[config.mk]
export PLATFORM = sky130hd
export DESIGN_NAME = i2c_wake_frontend
export DESIGN_NICKNAME = d
export VERILOG_FILES = /design/src/rtl/i2cw_pkg.sv /design/src/rtl/i2cw_line_sync.sv /design/src/rtl/i2cw_bus_events.sv /design/src/rtl/i2cw_byte_rx.sv /design/src/rtl/i2c_wake_frontend.sv
export SDC_FILE = /design/constraint.sdc
export NUM_CORES = 1
export LEC_CHECK = 0
export CAP_MARGIN = 20
export CORE_UTILIZATION = 53
export CTS_CLUSTER_SIZE = 30
export DETAILED_ROUTE_END_ITERATION = 6
export PLACE_DENSITY_LB_ADDON = 0.1
export SLEW_MARGIN = 20
export SYNTH_ARGS = -nofsm -noshare
export SYNTH_HDL_FRONTEND = slang
export SYNTH_HIERARCHICAL = 1
export SYNTH_SLANG_ARGS = --single-unit
[constraint.sdc]
create_clock -name clk -period 2.6 [get_ports clk]
set_clock_uncertainty 0.1 [all_clocks]
set_input_delay 0.39 -clock clk [delete_from_list [all_inputs] [get_ports clk]]
set_output_delay 0.39 -clock clk [all_outputs]
set_load 0.05 [all_outputs]
[src/rtl/i2cw_pkg.sv]
package i2cw_pkg;
  typedef enum logic [2:0] {
    ST_IDLE,
    ST_STRETCH,
    ST_FIRST,
    ST_WAIT_RS,
    ST_ADDR,
    ST_AWAKE
  } wake_state_e;

  localparam int MC_TAG_W = 5;
  localparam logic [MC_TAG_W-1:0] MC_TAG = 5'b00001;
endpackage

[src/rtl/i2cw_line_sync.sv]
module i2cw_line_sync #(
  parameter int STAGES = 2,
  parameter int LINES  = 2
) (
  input  logic             clk,
  input  logic             rst_n,
  input  logic [LINES-1:0] raw,
  output logic [LINES-1:0] cur,
  output logic [LINES-1:0] prev
);
  generate
    for (genvar g = 0; g < LINES; g++) begin : g_line
      logic [STAGES-1:0] chain;
      logic              last;
      always_ff @(posedge clk or negedge rst_n) begin
        if (!rst_n) begin
          chain <= '1;
          last  <= 1'b1;
        end else begin
          chain <= {chain[STAGES-2:0], raw[g]};
          last  <= chain[STAGES-1];
        end
      end
      assign cur[g]  = chain[STAGES-1];
      assign prev[g] = last;
    end
  endgenerate
endmodule

[src/rtl/i2cw_bus_events.sv]
module i2cw_bus_events (
  input  logic scl_cur,
  input  logic scl_prev,
  input  logic sda_cur,
  input  logic sda_prev,
  output logic start_det,
  output logic stop_det,
  output logic scl_rise
);
  always_comb begin
    start_det = scl_cur && scl_prev && sda_prev && !sda_cur;
    stop_det  = scl_cur && scl_prev && !sda_prev && sda_cur;
    scl_rise  = scl_cur && !scl_prev;
  end
endmodule

[src/rtl/i2cw_byte_rx.sv]
module i2cw_byte_rx #(
  parameter int BYTE_W = 8
) (
  input  logic              clk,
  input  logic              rst_n,
  input  logic              clear,
  input  logic              shift_en,
  input  logic              din,
  output logic [BYTE_W-1:0] next_byte,
  output logic              done
);
  localparam int CNT_W = $clog2(BYTE_W + 1);

  logic [BYTE_W-1:0] shreg;
  logic [CNT_W-1:0]  cnt;

  assign next_byte = {shreg[BYTE_W-2:0], din};
  assign done      = shift_en && (cnt == CNT_W'(BYTE_W - 1));

  always_ff @(posedge clk or negedge rst_n) begin
    if (!rst_n) begin
      shreg <= '0;
      cnt   <= '0;
    end else if (clear) begin
      shreg <= '0;
      cnt   <= '0;
    end else if (shift_en) begin
      shreg <= next_byte;
      cnt   <= cnt + 1'b1;
    end
  end

  // a byte never takes more than BYTE_W shifts
  p_count_bound_r4: assert property (@(posedge clk) disable iff (!rst_n)
    cnt <= CNT_W'(BYTE_W));
endmodule

[src/rtl/i2c_wake_frontend.sv]
module i2c_wake_frontend #(
  parameter int SYNC_STAGES = 2,
  parameter int ADDR_W      = 7
) (
  input  logic              clk,
  input  logic              rst_n,
  input  logic              scl_in,
  input  logic              sda_in,
  input  logic [ADDR_W-1:0] own_addr,
  input  logic              clk_rdy,
  output logic              scl_pull,
  output logic              clk_req,
  output logic              wake_req,
  output logic              hs_mode
);
  import i2cw_pkg::*;

  localparam int BYTE_W = ADDR_W + 1;

  logic [1:0]        line_cur, line_prev;
  logic              start_det, stop_det, scl_rise;
  logic              shift_en, byte_done;
  logic [BYTE_W-1:0] rx_byte;
  logic              is_mc, is_match;
  wake_state_e       state;

  i2cw_line_sync #(.STAGES(SYNC_STAGES), .LINES(2)) u_sync (
    .clk (clk),
    .rst_n (rst_n),
    .raw ({sda_in, scl_in}),
    .cur (line_cur),
    .prev (line_prev)
  );

  i2cw_bus_events u_events (
    .scl_cur (line_cur[0]),
    .scl_prev (line_prev[0]),
    .sda_cur (line_cur[1]),
    .sda_prev (line_prev[1]),
    .start_det (start_det),
    .stop_det (stop_det),
    .scl_rise (scl_rise)
  );

  assign shift_en = scl_rise && (state == ST_FIRST || state == ST_ADDR);

  i2cw_byte_rx #(.BYTE_W(BYTE_W)) u_rx (
    .clk (clk),
    .rst_n (rst_n),
    .clear (start_det),
    .shift_en (shift_en),
    .din (line_cur[1]),
    .next_byte (rx_byte),
    .done (byte_done)
  );

  assign is_mc    = (rx_byte[BYTE_W-1 -: MC_TAG_W] == MC_TAG);
  assign is_match = (rx_byte[BYTE_W-1:1] == own_addr);

  always_ff @(posedge clk or negedge rst_n) begin
    if (!rst_n) begin
      state   <= ST_IDLE;
      hs_mode <= 1'b0;
    end else if (stop_det) begin
      state   <= ST_IDLE;
      hs_mode <= 1'b0;
    end else begin
      case (state)
        ST_IDLE:    if (start_det) state <= ST_STRETCH;
        ST_STRETCH: if (clk_rdy) state <= ST_FIRST;
        ST_FIRST: begin
          if (byte_done) begin
            if (is_mc) begin
              hs_mode <= 1'b1;
              state   <= ST_WAIT_RS;
            end else if (is_match) begin
              state <= ST_AWAKE;
            end else begin
              state <= ST_IDLE;
            end
          end
        end
        ST_WAIT_RS: if (start_det) state <= ST_ADDR;
        ST_ADDR: begin
          if (byte_done) state <= is_match ? ST_AWAKE : ST_IDLE;
        end
        ST_AWAKE:   state <= ST_AWAKE;
        default:    state <= ST_IDLE;
      endcase
    end
  end

  always_comb begin
    scl_pull = (state == ST_STRETCH);
    clk_req  = (state == ST_STRETCH) || (state == ST_FIRST) ||
               (state == ST_WAIT_RS) || (state == ST_ADDR);
    wake_req = (state == ST_AWAKE);
  end

  // an idle START stretches SCL and requests the clock
  p_stretch_on_start_r1: assert property (@(posedge clk) disable iff (!rst_n)
    (state == ST_IDLE && start_det && !stop_det) |=> (scl_pull && clk_req));

  // the stretch holds while the clock is not ready
  p_hold_until_ready_r2: assert property (@(posedge clk) disable iff (!rst_n)
    (scl_pull && !clk_rdy && !stop_det) |=> scl_pull);

  // ready releases SCL on the next edge
  p_release_on_ready_r3: assert property (@(posedge clk) disable iff (!rst_n)
    (scl_pull && clk_rdy && !stop_det) |=> !scl_pull);

  // wake follows a completed byte while the clock was requested
  p_wake_after_byte_r4: assert property (@(posedge clk) disable iff (!rst_n)
    $rose(wake_req) |-> ($past(clk_req) && $past(byte_done)));

  // stretching and waking never overlap
  p_pull_wake_excl_r4: assert property (@(posedge clk) disable iff (!rst_n)
    $onehot0({scl_pull, wake_req}));

  // high-speed mode only starts from the first byte
  p_hs_from_first_r6: assert property (@(posedge clk) disable iff (!rst_n)
    $rose(hs_mode) |-> $past(state == ST_FIRST));

  // STOP clears everything
  p_stop_clears_r7: assert property (@(posedge clk) disable iff (!rst_n)
    stop_det |=> (!hs_mode && !wake_req && !clk_req && !scl_pull));
endmodule

# Word-level counts from Yosys, hierarchy flattened
# Index checks and enable logic that the tools add are counted.
# op_classes
addsub,1
n_eq_ne,13
muxes,17
reduce_logical,22
# op_table
operator,n
two-way mux 3 bit,8
case mux 3 bit (6 select lines),1
two-way mux 7 bit,2
"!= test 3 bit, second input constant",4
logical AND 1 bit,8
two-way mux 4 bit,2
nonzero test 2 bit,4
== test 7 bit,1
"== test 3 x 2 -> 1 bit, second input constant",2
"== test 3 bit, second input constant",2
"== test 5 x 1 -> 1 bit, second input constant",1
AND reduction 5 bit,1
"adder 4 x 1 -> 4 bit, second input constant",1
"== test 4 x 3 -> 1 bit, second input constant",1
logical OR 1 bit,4
two-way mux 1 bit,4
"== test 3 x 1 -> 1 bit, second input constant",1
logical NOT 1 bit,3
logical NOT 3 bit,1
"!= test 3 x 2 -> 1 bit, second input constant",1
AND reduction 3 bit,1
# word_totals
register_bits,21
out_inout_bits,4
elab_cells,61

# Depth between registers and ports, before layout
# logic_depth
depth_word,7
depth_mapped,9

# Hierarchy
# The synthesis kept the hierarchy.
# by_module_without_submodules
mod,n_inst,cells_per_inst,area_each_um2,seq_area_each_um2
i2cw_byte_rx,1,41,493.0,275.3
i2c_wake_frontend,1,58,462.9,100.1
i2cw_line_sync,1,10,187.7,157.7
i2cw_bus_events,1,3,27.5,0.0

# Least setup slack after synthesis
# Ideal clock, no wire load.
# synth_path
kind,register to register
start,register state[0]
end,register state[2]
setup_ns,0.095
t_arrival_ns,2.204
path_slack_ns,0.201
stages_incl_launch_ff,10
synth_period_minus_slack_ns,2.399
cell_sequence,dfrtp_1 clkbuf_1 clkbuf_1 nor3b_1 buf_6 and4b_1 mux2i_1 a22oi_1 o41ai_1 o31ai_1
# synth_via
elab_chain_len,6
elab_cells_between_ends,17
cone_classes,10 x eq/ne; 2 x mux; 5 x reduce/logical
# synth_rtl
item,line,text
"start, declared",i2c_wake_frontend.sv:25,wake_state_e state;
"start signal, assigned",i2c_wake_frontend.sv:85,if (byte_done) state <= is_match ? ST_AWAKE : ST_IDLE;
== test 3 x 2 -> 1 bit / == test 3 bit (equally long branches),i2c_wake_frontend.sv:45,assign shift_en = scl_rise && (state == ST_FIRST || state == ST_ADDR);
logical OR 1 bit *,i2c_wake_frontend.sv:45,
logical AND 1 bit *,i2c_wake_frontend.sv:45,
named net shift_en,i2c_wake_frontend.sv:22,"logic shift_en, byte_done;"
logical AND 1 bit *,i2cw_byte_rx.sv:18,assign done = shift_en && (cnt == CNT_W'(BYTE_W - 1));
named net byte_done,i2c_wake_frontend.sv:22,
!= test 3 bit (no line),--,
AND reduction 5 bit (no line) *,--,
# Mark *: on every way through the listed nets, which the timed path passes. The rest lies on a longest branch.
# A chain may end at the register's enable or synchronous reset.

# Worst setup path in the final report
# layout_path
start,register state[1]
end,output scl_pull
# layout_via
elab_chain_len,1
# layout_rtl
item,line,text
== test 3 x 1 -> 1 bit,i2c_wake_frontend.sv:94,scl_pull = (state == ST_STRETCH);
"end, declared",i2c_wake_frontend.sv:11,"output logic scl_pull,"
# Every way passes these cells.

==> results <==
==> registers in the layout, summed over array words and instances (netlist names) <==
name / flops
u_sync/g_line.chain: 4
state: 3
u_sync/g_line.last: 2
hs_mode: 1
u_rx/shreg: 7
u_rx/cnt: 4
==> final cells by class <==
cell class | count | area share
multi-input cells | 77 | 0.416
well taps | 27 | 0.0250
inverters | 3 | 0.00834
clock inverters | 1 | 0.00371
clock buffers | 3 | 0.0167
repair buffers | 19 | 0.135
flip-flops and latches | 21 | 0.395
==> worst max-delay path, stage by stage, from the launching register on <==
cell	delay, ns
dfrtp_1	0.53
inv_1	0.19
and3_1	0.18
clkdlybuf4s50_1	0.79
==> path summary, 6_finish.rpt <==
kind / start / end / slack [ns] / cells past startpoint
max: state[1] / scl_pull / 0.13 / 3
min: u_sync/g_line[0].chain[0] / u_sync/g_line[0].chain[1] / 0.26 / 0
max reg2reg: state[1] / state[2] / 0.50 / 7
min reg2reg: u_sync/g_line[0].chain[0] / u_sync/g_line[0].chain[1] / 0.26 / 0
max in group asynchronous: rst_n / u_sync/g_line[1].chain[1] / 1.81 / 2
min in group asynchronous: rst_n / u_rx/shreg[2] / 0.31 / 2
==> cell usage in the layout (no fill, tap or decap), types with 2 or more instances in the layout <==
cell             instances
a21oi_1                  2
a41oi_1                  2
and2_1                   2
and2b_1                  2
and4b_1                  3
buf_4                    4
clkbuf_4                 3
clkdlybuf4s50_1         14
dfrtp_1                 15
dfstp_2                  6
inv_1                    3
mux2i_1                 10
nand3b_1                 3
nand4_1                  2
nor2_1                  15
nor2b_1                  4
nor4_1                   2
o21ai_0                  3
xnor2_1                  6
xor2_1                   4
==> metal layers <==
layer,GRT usage,vias to the layer above,wire length (um)
li1,-,414,-
met4,0.0588,0,13
met1,0.270,425,970
met2,0.333,15,1050
met5,0,-,0
met3,0.0187,2,50
==> stage by stage <==
step	total power [mW]	instances	setup slack, ns	area [sq um]	util
after detailed placement	0.986	147	0.428	1320	0.653
after global placement	0.969	147	0.507	1320	0.653
final	1.13	151	0.127	1350	0.668
after CTS	1.14	151	0.0865	1350	0.666
after floorplan	0.856	111	0.201	1160	-
after global routing	1.22	151	0.0367	1350	0.668
==> repair_timing <==
item,in CTS,in global routing
hold buffers,0,0
endpoints found under the hold margin,0,0
setup endpoints to repair,0,1
gates resized for setup,0,1
==> power groups by stage <==
stage	registers [mW]	clock network, mW	logic, mW
after floorplan	0.429	0	0.427
after global placement	0.478	0	0.490
after detailed placement	0.484	0	0.502
after CTS	0.477	0.163	0.503
after global routing	0.490	0.173	0.554
final	0.479	0.153	0.500
==> summary.md <==
| Metric | Value |
|---|---|
| Status | `finished clean` |
| Post-route ant nets | `0` |
| Final hold violations | `0` |
| Worst-path clk slew | `0.12 ns` |
| NetSw | `about 450 uW` |
| Routed vias/inst | `around 5.7` |
| CTS root buf | `clkbuf_4` |
| Drt first-iter violations | `14` |
| Hold Path Class | `flip-flop to flip-flop` |
| Via count | `856` |
| Pint | `677 uW` |
| Gate count of the mapped netlist | `111` |
| Synth Cell Area | `1160 sq um` |
| PortBufs | `15` |
| DIE WIDTH | `between 40 and 50 um` |
| Setup TNS | `0 ns` |
| Number of global-route vias before repair | `793` |
| Layout Nets | `between 100 and 150` |
| Leak | `between 0.5 and 0.6 nW` |
| CTS tree | `done` |
| Number of max-cap violations | `0` |
| First-pass GRT wire length | `3620 um` |
| CTS buffer count | `3` |
| Crit-path max FO | `11` |
| Max-slew violations | `0` |
| Sequential share of power | `0.423` |
| Clock sinks | `21` |
| Core area | `approximately 2000 sq um` |
| GPL Wtd Cong | `0.829` |
| CP required | `between 2 and 2.5 ns` |
| Sw Share | `0.402` |
| Yosys warns | `6` |
| Worst-Skew Late Latency | `0.30 ns` |
| Worst-Margin Slew | `0.500 ns` |
| Initial antenna violation count | `0` |
| Die extent in y | `48.9 um` |
| Pwr/cell area | `between 800 and 900 nW/um^2` |
| Register area | `533 sq um` |
| Fillers | `around 160` |
| DRC | `0` |
| Area Overhead vs Synth | `16.0%` |
| Starting Density | `0.575` |
| WS Path Type | `flip-flop to primary output` |
| Worst Setup End Kind | `primary output` |
| Crit share post-route | `0.951` |
| H-tree depth | `1` |
| CTS max path bufs | `2` |
| Unrepaired setup endpoints after global routing | `false` |
| Fmax | `404 MHz` |
| Worst relative slew slack | `0.666` |
| Antenna Diode Count | `0` |
| Synth Area per Inst | `10.5 sq um` |
| Total GRT Usage | `0.198` |
| IO Pins | `16` |
| Clock share of power | `0.135` |
| Share of layout cells above drive strength 1 | `0.137` |
| Area of the multi-input gates | `between 500 and 600 sq um` |
| Postcts setup bufs | `0` |
| Tmin final | `about 2.5 ns` |
| Net Count, Synth | `approximately 120` |
| Full die area | `between 2000 and 2500 sq um` |
| Total congestion overflow | `0` |
| Final HPWL from detailed placement | `1540 um` |
| Gate power share | `0.442` |
| Cell row count | `16` |
| Hold slack | `0.263 ns` |
| VDD IR max | `516 uV` |
| Largest net degree at the start of global routing | `22` |
| DR WL/cell | `13.8 um` |
| Crit start category | `flip-flop` |
| Setup-failing EPs final | `0` |
| Routed wire length | `2080 um` |
| Arr. time, crit path | `1.98 ns` |
| Pre-Repair DR Iteration Count | `4` |
(Power assumes the default switching activity.)
